## src/rtl/led_code_pkg.sv

```systemverilog
package led_code_pkg;
    typedef enum logic [1:0] {
        S_IDLE  = 2'd0,
        S_PULSE = 2'd1,
        S_GAP   = 2'd2,
        S_DEAD  = 2'd3
    } blink_state_t;
endpackage

```

## src/rtl/blink_prescaler.sv

```systemverilog
module blink_prescaler #(
    parameter int PRESCALE = 4
) (
    input  logic clk,
    input  logic rst,
    output logic tick
);
    localparam int PW = (PRESCALE > 1) ? $clog2(PRESCALE) : 1;
    localparam logic [PW-1:0] LAST = PW'(PRESCALE - 1);

    logic [PW-1:0] cnt;

    always_ff @(posedge clk) begin
        if (rst || cnt == LAST) cnt <= '0;
        else                    cnt <= cnt + 1'b1;
    end

    assign tick = (cnt == LAST);

    generate
        if (PRESCALE > 1) begin : g_spacing
            // two ticks never fall on adjacent cycles
            a_r2_tick_spacing: assert property (@(posedge clk) disable iff (rst)
                tick |=> !tick);
        end
    endgenerate
endmodule

```

## src/rtl/blink_sequencer.sv

```systemverilog
module blink_sequencer
    import led_code_pkg::*;
#(
    parameter int CODE_W      = 4,
    parameter int SHORT_UNITS = 1,
    parameter int LONG_UNITS  = 3,
    parameter int GAP_UNITS   = 3,
    parameter int DEAD_UNITS  = 12
) (
    input  logic              clk,
    input  logic              rst,
    input  logic              tick,
    input  logic              en,
    input  logic [CODE_W-1:0] code,
    output logic              led
);
    localparam int IDX_W = (CODE_W > 1) ? $clog2(CODE_W) : 1;
    localparam int MAX_A = (SHORT_UNITS > LONG_UNITS) ? SHORT_UNITS : LONG_UNITS;
    localparam int MAX_B = (GAP_UNITS > DEAD_UNITS) ? GAP_UNITS : DEAD_UNITS;
    localparam int MAX_U = (MAX_A > MAX_B) ? MAX_A : MAX_B;
    localparam int CNT_W = $clog2(MAX_U + 1);
    localparam logic [IDX_W-1:0] LAST_IDX = IDX_W'(CODE_W - 1);

    blink_state_t      state, state_n;
    logic [IDX_W-1:0]  idx, idx_n;
    logic [CNT_W-1:0]  rem, rem_n;
    logic [CODE_W-1:0] code_q, code_q_n;

    function automatic logic [CNT_W-1:0] pulse_len(input logic b);
        return b ? CNT_W'(LONG_UNITS - 1) : CNT_W'(SHORT_UNITS - 1);
    endfunction

    always_comb begin
        state_n  = state;
        idx_n    = idx;
        rem_n    = rem;
        code_q_n = code_q;
        if (tick) begin
            unique case (state)
                S_IDLE: begin
                    if (en) begin
                        code_q_n = code;
                        idx_n    = '0;
                        rem_n    = pulse_len(code[0]);
                        state_n  = S_PULSE;
                    end
                end
                S_PULSE: begin
                    if (rem != '0) begin
                        rem_n = rem - 1'b1;
                    end else if (idx == LAST_IDX) begin
                        rem_n   = CNT_W'(DEAD_UNITS - 1);
                        state_n = S_DEAD;
                    end else begin
                        rem_n   = CNT_W'(GAP_UNITS - 1);
                        state_n = S_GAP;
                    end
                end
                S_GAP: begin
                    if (rem != '0) begin
                        rem_n = rem - 1'b1;
                    end else begin
                        idx_n   = idx + 1'b1;
                        rem_n   = pulse_len(code_q[idx_n]);
                        state_n = S_PULSE;
                    end
                end
                S_DEAD: begin
                    if (rem != '0) begin
                        rem_n = rem - 1'b1;
                    end else if (en) begin
                        code_q_n = code;
                        idx_n    = '0;
                        rem_n    = pulse_len(code[0]);
                        state_n  = S_PULSE;
                    end else begin
                        state_n = S_IDLE;
                    end
                end
            endcase
        end
    end

    // state register
    always_ff @(posedge clk) begin
        if (rst) begin
            state  <= S_IDLE;
            idx    <= '0;
            rem    <= '0;
            code_q <= '0;
        end else begin
            state  <= state_n;
            idx    <= idx_n;
            rem    <= rem_n;
            code_q <= code_q_n;
        end
    end

    // output register
    always_ff @(posedge clk) begin
        if (rst) led <= 1'b0;
        else     led <= (state_n == S_PULSE);
    end

    // reset leaves the machine idle and dark
    a_r1_reset_idle: assert property (@(posedge clk)
        rst |=> (state == S_IDLE && !led && idx == '0));
    // nothing moves between ticks
    a_r2_hold_between_ticks: assert property (@(posedge clk) disable iff (rst)
        !tick |=> ($stable(state) && $stable(rem) && $stable(idx)));
    // bits advance in ascending order
    a_r3_next_bit: assert property (@(posedge clk) disable iff (rst)
        (tick && state == S_GAP && rem == '0) |=>
            (state == S_PULSE && idx == $past(idx) + 1'b1));
    // the last pulse leads into the dead interval
    a_r6_dead_after_last: assert property (@(posedge clk) disable iff (rst)
        (tick && state == S_PULSE && rem == '0 && idx == LAST_IDX) |=> (state == S_DEAD));
    // captured value holds for the whole frame
    a_r8_code_held: assert property (@(posedge clk) disable iff (rst)
        (state != S_IDLE && !(tick && state == S_DEAD && rem == '0)) |=> $stable(code_q));
    // a dropped flag ends in IDLE after the dead interval
    a_r9_idle_after_drop: assert property (@(posedge clk) disable iff (rst)
        (tick && state == S_DEAD && rem == '0 && !en) |=> (state == S_IDLE && !led));
endmodule

```

## src/rtl/led_code_blinker.sv

```systemverilog
module led_code_blinker #(
    parameter int CODE_W      = 4,
    parameter int PRESCALE    = 4,
    parameter int SHORT_UNITS = 1,
    parameter int LONG_UNITS  = 3,
    parameter int GAP_UNITS   = 3,
    parameter int DEAD_UNITS  = 12
) (
    input  logic              clk,
    input  logic              rst,
    input  logic              en,
    input  logic [CODE_W-1:0] code,
    output logic              led
);
    logic tick;

    blink_prescaler #(.PRESCALE(PRESCALE)) u_pre (
        .clk  (clk),
        .rst  (rst),
        .tick (tick)
    );

    blink_sequencer #(
        .CODE_W      (CODE_W),
        .SHORT_UNITS (SHORT_UNITS),
        .LONG_UNITS  (LONG_UNITS),
        .GAP_UNITS   (GAP_UNITS),
        .DEAD_UNITS  (DEAD_UNITS)
    ) u_seq (
        .clk  (clk),
        .rst  (rst),
        .tick (tick),
        .en   (en),
        .code (code),
        .led  (led)
    );
endmodule

```

## config.mk

```make
export PLATFORM = sky130hd
export DESIGN_NAME = led_code_blinker
export DESIGN_NICKNAME = d
export VERILOG_FILES = /design/src/rtl/led_code_pkg.sv /design/src/rtl/blink_prescaler.sv /design/src/rtl/blink_sequencer.sv /design/src/rtl/led_code_blinker.sv
export SDC_FILE = /design/constraint.sdc
export NUM_CORES = 1
export LEC_CHECK = 0
export BUFFER_PORTS_ARGS = -buffer_cell sky130_fd_sc_hd__buf_2
export CORE_MARGIN = 2
export CORE_UTILIZATION = 28
export DETAILED_ROUTE_END_ITERATION = 12
export PLACE_DENSITY = 0.53
export SLEW_MARGIN = 25
export SYNTH_ARGS = -nofsm -noshare
export SYNTH_HDL_FRONTEND = slang
export SYNTH_SLANG_ARGS = --single-unit
```

## constraint.sdc

```tcl
create_clock -name clk -period 1.7 [get_ports clk]
set_input_delay 0.34 -clock clk [delete_from_list [all_inputs] [get_ports clk]]
set_output_delay 0.34 -clock clk [all_outputs]
set_load 0.05 [all_outputs]
```

==> results by stage, run 1 <==
Status:
- The flow ran to the end, and the final reports show no timing, DRC or antenna violations.

Clock tree:
- The clock latency of the later-clocked register in the worst-skew pair is 0.28 ns.
- The CTS tree is yes.
- The number of clock sinks seen by CTS is 15.
- In this run the number of H-tree levels came out at 1.
- The cell sitting at the root of the clock tree is a clkbuf_4.
- After clock tree synthesis, the clock-pin slew on the worst setup and hold paths is 0.09 ns.
- The number of buffers inserted for hold repair after clock tree synthesis is 0.
- No sink is reached through more buffers than the 2 on the longest clock path.
- The total clock buffers created by CTS is 3.

Synthesis:
- The top cell type by total area after synthesis is dfxtp_1.
- The sequential area share after synthesis is 35.8%.
- The simple-gate share of the synthesized area is 20.6%.
- By count the netlist is led by 15 x dfxtp_1, 10 x nor2_1, 7 x inv_1, 6 x a21oi_1, 5 x o21ai_0.
- The number of different library cells in the post-synthesis netlist is 33.
- In the synthesized netlist the dominant register cell turns out to be dfxtp_1.
- After synthesis, the share of cell area in mux cells is 7.45%.
- The number of nets in the synthesized netlist is 104.
- After Yosys synthesis, XOR and XNOR cells account for 0% of the synthesized area.
- The synthesized flop and latch total is 15.
- By area the synthesized netlist is led by dfxtp_1 36%, ha_1 6.0%, mux2i_1 4.8%.
- The number of instances in the synthesized netlist is 93.
- The summed instance area of the synthesized netlist is 840 um^2.
- The synthesized netlist devotes 25.2% of its cell area to compound gates.
- The largest family of logic cells by synthesized area is compound AO/OA/AOI/OAI gates.
- Of all flip-flops after synthesis, the portion carrying an async set or reset was 0%.
- The number of warning messages in the yosys log is 0.
- Of the total synthesized cell area, the portion taken by full adders, half adders and majority gates is 5.96%.
- After synthesis, the mean cell area works out to 9.03 um^2.
- dfxtp_1 is the most common cell in the netlist.
- The share of the synthesized area in the top cell type is 35.8%.
- The synthesized design contains 0 enable-type register cells.

STA:
- The post-layout worst setup margin is 0.0292 ns.
- The hold violation count in the final report is 0.
- The clock skew after layout is 0.00468 ns.
- The worst pin sits at a relative slew slack of 70.9%.
- The setup TNS is 0 ns.
- Setup violations remaining at the end of the flow were counted as 0.
- The routed design could run at a clock period as short as 1.67 ns.
- The final worst hold slack is 0.336 ns.
- The slew at the pin with the worst max-slew slack is 0.433 ns.
- The number of slew-limit violations in the final report is 0.
- For this run, the top clock speed supported by timing is 0.599 GHz.
- The share of the clock period used by the worst path after layout is 98.3%.
- Setup repair after global routing could not meet its margin everywhere.

Power and ir drop:
- VDD sags by at most 0.000504 V.
- The total power per unit cell area is 643 nW/um^2.
- In this run the static leakage power is 0.416 nW.

Worst setup path:
- The cell count of the worst reg-to-reg path is 6.
- The slowest stage of the critical path is the or3b_4 cell.
- The signal on the critical path passes through inv_2 > ha_4 > or3b_4 > o32ai_4 > mux2i_1 > nor2_2.
- The required time at the worst-slack endpoint is 1.87 ns.
- Data arrives at the worst endpoint at 1.84 ns.
- Grouping stages by cell kind, the critical path spends the most delay in simple AND/OR/NAND/NOR gates.
- The highest fanout seen on the critical path is 5.
- In this design, the stage delay of the slowest critical-path cell is 0.41 ns.
- The classification of the worst setup path is register to register.
- The path length in cells of the critical path is 6.
- The critical path endpoint category is a register.
- The buffer and inverter count on the worst path is 1.
- The startpoint type of the worst setup path is a register.

Route:
- The routed length on met1 is 846 um.
- The met2 routed wirelength is 870 um.
- The post-detailed-route wirelength per cell is 12.8 um.
- The uppermost metal layer occupied by signal nets is met4.
- The overall routed net length is 1800 um.
- Detailed routing inserted a total of 726 vias.
- Wire segments on met3 add up to 58 um in the final route.
- The number of detailed-routing iterations run before antenna repair is 4.
- After detailed routing, the number of remaining DRC violations is 0.
- The count of routing violations after the opening detailed-route iteration is 10.
- After detailed routing, the number of vias per cell comes to 5.15.
- The residual antenna-violating net count after detailed routing is 0.

Layout:
- 0 antenna diodes ended up in the layout.
- The final standard cell area without fillers is 1010 um^2.
- The sequential cells in the finished layout cover a total of 303 um^2.
- The layout has 304 filler cells.
- In the final layout, the multi-input gates occupy 509 um^2.
- The filler-free cell count of the finished design is 141.
- The number of nets at the end of the flow is 122.
- In the final layout, the share of cells above drive strength 1 is 32.7%.
- The synthesis-to-layout area growth is 20.9%.

GRT:
- The number of global-route vias before repair came to 678.
- The total routing resource utilization after global routing is 12.1%.
- The first global-routing pass estimated 3150 um of wire.
- The largest net degree at the start of global routing is 17.
- The total congestion overflow after global routing is 0.
- The initial antenna violation count was 0.

Min path:
- The instance count along the most critical hold path is 3.
- The class of the tightest hold or removal check is primary input to register.

Placed design:
- Detailed placement finished with a half-perimeter wire length of 1360 um.
- Counting tap cells, the placed design contains a total of 135 instances.
- The routability-driven placement congestion ratio is 0.838.
- After detailed placement, the total cell area comes to 960 um^2.
- The count of buffers from port buffering is 7.
- The post-place setup slack is 0.0329 ns.

Floorplanning:
- The initial standard-cell utilization of the core is 29.9%.
- The die is 58.8 um tall.
- The floorplan die area is 3450 um^2.
- Row generation in the floorplan step produced 19 rows.
- The area of the core region is 2810 um^2.
- The I/O pin count is 8.
- The horizontal die dimension is 58.8 um.

Job:
- Max-cap violations in this run came to 0.
-- path summary, 6_finish.rpt --
check                                  endpoint         start  slack (ns)
worst max-delay path               u_seq.idx[0]  u_seq.rem[1]        0.03
worst min-delay path            u_seq.code_q[2]       code[2]        0.34
worst max register to register     u_seq.idx[0]  u_seq.rem[1]        0.03
worst min register to register     u_pre.cnt[0]  u_pre.cnt[0]        0.44
-- worst register-to-register path: cells and delay by family, from the launching register on --
kind,cells,cell delay (ns)
simple gates,2,0.45
flops,1,0.33
compound gates,1,0.32
mux,1,0.25
fa+ha+maj,1,0.13
buf+inv,1,0.07
-- layout make-up --
cell class / count / share of cell area, %
Inverter: 7 / 2.59
Timing Repair Buffer: 17 / 10.9
Tap cell: 31 / 3.82
Sequential cell: 15 / 29.8
Clock inverter: 1 / 0.493
Clock buffer: 3 / 2.22
Multi-Input combinational cell: 67 / 50.2
-- layout by cell type, fill, tap and decap left out, types with 2 or more instances in the layout --
master     n
a211oi_1   4
a21oi_1    6
and3_1     2
buf_2      7
buf_4     10
clkbuf_4   3
dfxtp_1   13
dfxtp_2    2
ha_1       3
inv_1      5
inv_2      2
mux2i_1    4
nand2_1    4
nor2_1    10
nor2_2     2
nor2b_1    3
nor3_1     2
nor3b_1    4
o21ai_0    4
-- power by group --
part           total [W]  internal, W  switching [W]  leakage, nW
combinational  0.0000781    0.0000357      0.0000424        0.276
sequential      0.000372     0.000364     0.00000752        0.123
clock           0.000203    0.0000873       0.000115       0.0177
-- stage by stage --
stage	total power (W)	util (%)
2_1_floorplan	0.000429	-
3_3_place_gp	0.000454	34.2
3_5_place_dp	0.000457	34.2
4_1_cts	0.000662	35.2
5_1_grt	0.000698	36.2
6_report	0.000652	36.2
-- layer usage --
metal / GRT usage [%] / vias up
met5: 0 / -
met3: 2.20 / 2
met1: 15.6 / 341
met2: 19.0 / 13
met4: 6.82 / 0
li1: - / 370
-- flip-flops by register name, indices dropped and copies added, names as in the netlist --
signal        cells
u_seq.code_q      4
u_seq.rem         4
u_pre.cnt         2
u_seq.led         1
u_seq.idx         2
u_seq.state       2
-- kinds of logic (layout without fill, tap and decap cells) --
| logic type | count (synthesis) | in the layout |
|---|---|---|
| flops | 15 | 15 |
| fa+ha+maj | 4 | 4 |
| simple gates | 31 | 31 |
| buf+inv | 11 | 28 |
| mux | 5 | 5 |
| compound gates | 27 | 27 |
-- timing repair --
item                       4_1_cts  5_1_grt
gates resized for setup          0        6
buffers inserted                 0        2
setup endpoints to repair        0        8
No activity file was read; power rests on OpenSTA's default activity.
==> inputs of run 2 (changes only) <==
- SYNTH_HIERARCHICAL: not set -> 1
==> results by stage, run 2 <==
Clock tree:
- The CTS tree is yes (unchanged).
- The number of clock sinks seen by CTS came to 15 (unchanged).
- The post-CTS repair timing setup buffer count came to 0 (unchanged).
- The H-tree depth is 1 (unchanged).
- The buffer depth of the longest clock path is 2 (unchanged).
- The total clock buffers created by CTS is 3 (unchanged).
- The cell chosen for the clock root is clkbuf_4 (unchanged).
- The clock latency of the later-clocked register in the worst-skew pair was 0.28 ns (about the same).
- The clock transition at the registers of the reported paths is 0.09 ns (about the same).

Layout:
- The number of nets at the end of the flow was 115 (was 122).
- Registers with the most flip-flops: u_seq/code_q x4, u_seq/rem x4 (was u_seq.code_q x4, u_seq.rem x4).
- The synthesis-to-layout area growth is 15.7% (was 20.9%).
- The total of fill cells in the finished design is 325 (was 304).
- Top library cells by usage in the layout, fill and taps aside: 14 x dfxtp_1, 12 x nor2_1, 8 x mux2i_1 (was 13 x dfxtp_1, 10 x nor2_1, 10 x buf_4).
- The fraction of final layout cells sized beyond drive strength 1 was 27.2% (was 32.7%).
- The antenna diode count is 0 (unchanged).
- The most common library cell in the layout ignoring fill and taps is dfxtp_1 (unchanged).

Synthesis:
- The top cell type by total area after synthesis is dfxtp_1 (unchanged).
- The count of flip-flops with a built-in enable after synthesis is 0 (unchanged).
- The most common cell in the netlist is dfxtp_1 (unchanged).
- The share of async-settable or async-resettable flops after synthesis is 0% (unchanged).
- The sequential area share after synthesis is 33.9% (was 35.8%).
- The synthesized flop and latch total came to 15 (unchanged).
- The most used flip-flop cell after synthesis is dfxtp_1 (unchanged).
- The number of instances in the synthesized netlist was 93 (unchanged).
- The post-synthesis net count is 104 (unchanged).
- The share of the synthesized area in the top cell type was 33.9% (was 35.8%).
- The synthesized area per cell is 9.54 um^2 (was 9.03 um^2).
- The number of different library cells in the post-synthesis netlist is 43 (was 33).
- Cell types with the highest counts after synthesis: 15 x dfxtp_1, 12 x nor2_1, 8 x mux2i_1, 5 x nand2b_1 (was 15 x dfxtp_1, 10 x nor2_1, 7 x inv_1, 6 x a21oi_1, 5 x o21ai_0).
- The summed instance area of the synthesized netlist is 887 um^2 (was 840 um^2).
- The number of warning messages in the yosys log came to 6 (was 0).
- Top area cells in the synthesized netlist: dfxtp_1 34%, mux2i_1 9.0%, ha_1 5.6% (was dfxtp_1 36%, ha_1 6.0%, mux2i_1 4.8%).

STA:
- Unrepaired setup endpoints after global routing: no (was yes).
- The slew at the pin with the worst max-slew slack came to 0.338 ns (was 0.433 ns).
- The clock skew after layout was 0.00190 ns (was 0.00468 ns).
- The setup TNS is 0 ns (unchanged).
- The number of slew-limit violations in the final report is 0 (unchanged).
- The total setup violations reported at the end of the flow came to 0 (unchanged).
- The final critical delay including setup and external delays is 1.60 ns (was 1.67 ns).
- The share of the clock period used by the worst path after layout is 94.2% (was 98.3%).
- The final worst hold slack is 0.284 ns (was 0.336 ns).
- The worst slew slack as a fraction of its limit is 77.5% (was 70.9%).
- The fmax is 0.625 GHz (was 0.599 GHz).
- The hold violation count in the final report is 0 (unchanged).
- The post-layout worst setup margin is 0.0992 ns (was 0.0292 ns).

Worst setup path:
- The highest fanout seen on the critical path is 4 (was 5).
- The reg-to-reg setup timing slack is 0.1 ns (was 0.03 ns).
- The startpoint type of the worst setup path is a register (unchanged).
- The worst path arrival time was 1.77 ns (was 1.84 ns).
- The required time at the worst-slack endpoint is 1.87 ns (about the same).
- The classification of the worst setup path is register to register (unchanged).
- The critical path endpoint category is a register (unchanged).

Placed design:
- The post-place setup slack is 0.0637 ns (was 0.0329 ns).
- The routability-driven placement congestion ratio came to 0.816 (was 0.838).
- The post-DP HPWL is 1380 um (was 1360 um).
- The count of buffers from port buffering came to 7 (unchanged).

Job:
- The max-cap check violation count is 0 (unchanged).

Status:
- Result of the run: completed (unchanged).

Route:
- The DRC violation count after routing is 0 (unchanged).
- The post-detailed-route wirelength per cell is 12.6 um (was 12.8 um).
- The residual antenna-violating net count after detailed routing came to 0 (unchanged).
- The overall routed net length is 1850 um (was 1800 um).
- The post-detailed-route via-to-cell ratio is 4.88 (was 5.15).
- The vias after detailed routing is 718 (was 726).
- The count of routing violations after the opening detailed-route iteration was 8 (was 10).
- The number of detailed-routing iterations run before antenna repair is 4 (unchanged).

GRT:
- The total routing resource utilization after global routing is 11.7% (was 12.1%).
- The number of global-route vias before repair is 670 (was 678).
- The first-pass GRT wire length is 3080 um (was 3150 um).
- The largest net degree at the start of global routing was 19 (was 17).
- The total congestion overflow after global routing is 0 (unchanged).
- The initial antenna violation count came to 0 (unchanged).

Floorplanning:
- The area of the core region is 3030 um^2 (was 2810 um^2).
- The number of standard-cell rows in the floorplan is 20 (was 19).
- The initial standard-cell utilization of the core was 29.3% (was 29.9%).
- The horizontal die dimension was 60.3 um (was 58.8 um).
- The floorplan die area came to 3630 um^2 (was 3450 um^2).
- The I/O pin count was 8 (unchanged).
- The floorplan die height came to 60.3 um (was 58.8 um).

Min path:
- The class of the tightest hold or removal check was primary input to register (unchanged).

Power and ir drop:
- The overall power came to 0.000662 W (was 0.000652 W).
- The total power per unit cell area is 646 nW/um^2 (was 643 nW/um^2).
- The peak supply drop was 0.000290 V (was 0.000504 V).
- The static leakage was 0.416 nW (about the same).
-- run 2: metal layers --
layer / vias to the layer above / global-route usage [%] / part of all wire, %
met1: 340 / 15.7 / 48
met3: 5 / 2.60 / 3.0
met4: 0 / 5.71 / 1.8
met2: 12 / 17.4 / 47
li1: 361 / - / -
met5: - / 0 / 0
-- run 2: kinds of logic after synthesis --
logic type | Yosys count | synth area share, %
compound gates | 19 | 18.1
fa+ha+maj | 4 | 5.64
buf+inv | 8 | 4.09
flops | 15 | 33.9
mux | 9 | 11.6
simple gates | 38 | 26.8
-- run 2: path summary, 6_finish.rpt --
path / depth (start not counted) / start / to
max: 5 / u_seq/idx[0] / u_seq/rem[1]
min: 3 / code[3] / u_seq/code_q[3]
max reg2reg: 5 / u_seq/idx[0] / u_seq/rem[1]
min reg2reg: 1 / u_pre/cnt[0] / u_pre/cnt[0]
-- run 2: metrics by stage --
| step | instance area (um^2) | util (%) | std cells |
|---|---|---|---|
| after floorplan | 887 | - | 93 |
| after global placement | 978 | 32.3 | 143 |
| after detailed placement | 978 | 32.3 | 143 |
| after CTS | 1000 | 33.2 | 147 |
| after global routing | 1030 | 33.9 | 147 |
| final | 1030 | 33.9 | 147 |
-- run 2: critical path: stages (launching register included) --
cell and delay [ns]:
dfxtp_1 0.37, ha_4 0.29, mux4_2 0.49, a21oi_1 0.16, a21oi_1 0.06, o2bb2ai_1 0.11
-- run 2: cell type report --
type	count	area, um^2	share of cell area (%)
timing repair buffer	10	57.6	5.61
sequential	15	302	29.4
tap	44	55.1	5.37
clock buffer	4	26.3	2.56
multi-input combinational	70	571	55.6
inverter	4	15.0	1.46
-- run 2: report_power, final --
part / switching (W) / internal, W / leakage (nW)
registers: 0.00000658 / 0.000362 / 0.122
logic: 0.0000464 / 0.0000377 / 0.279
clock network: 0.000118 / 0.0000912 / 0.0150
-- run 2: repair_timing --
action,in CTS,in global routing
setup endpoints to repair,0,6
hold buffers,0,0
resized for setup,0,4
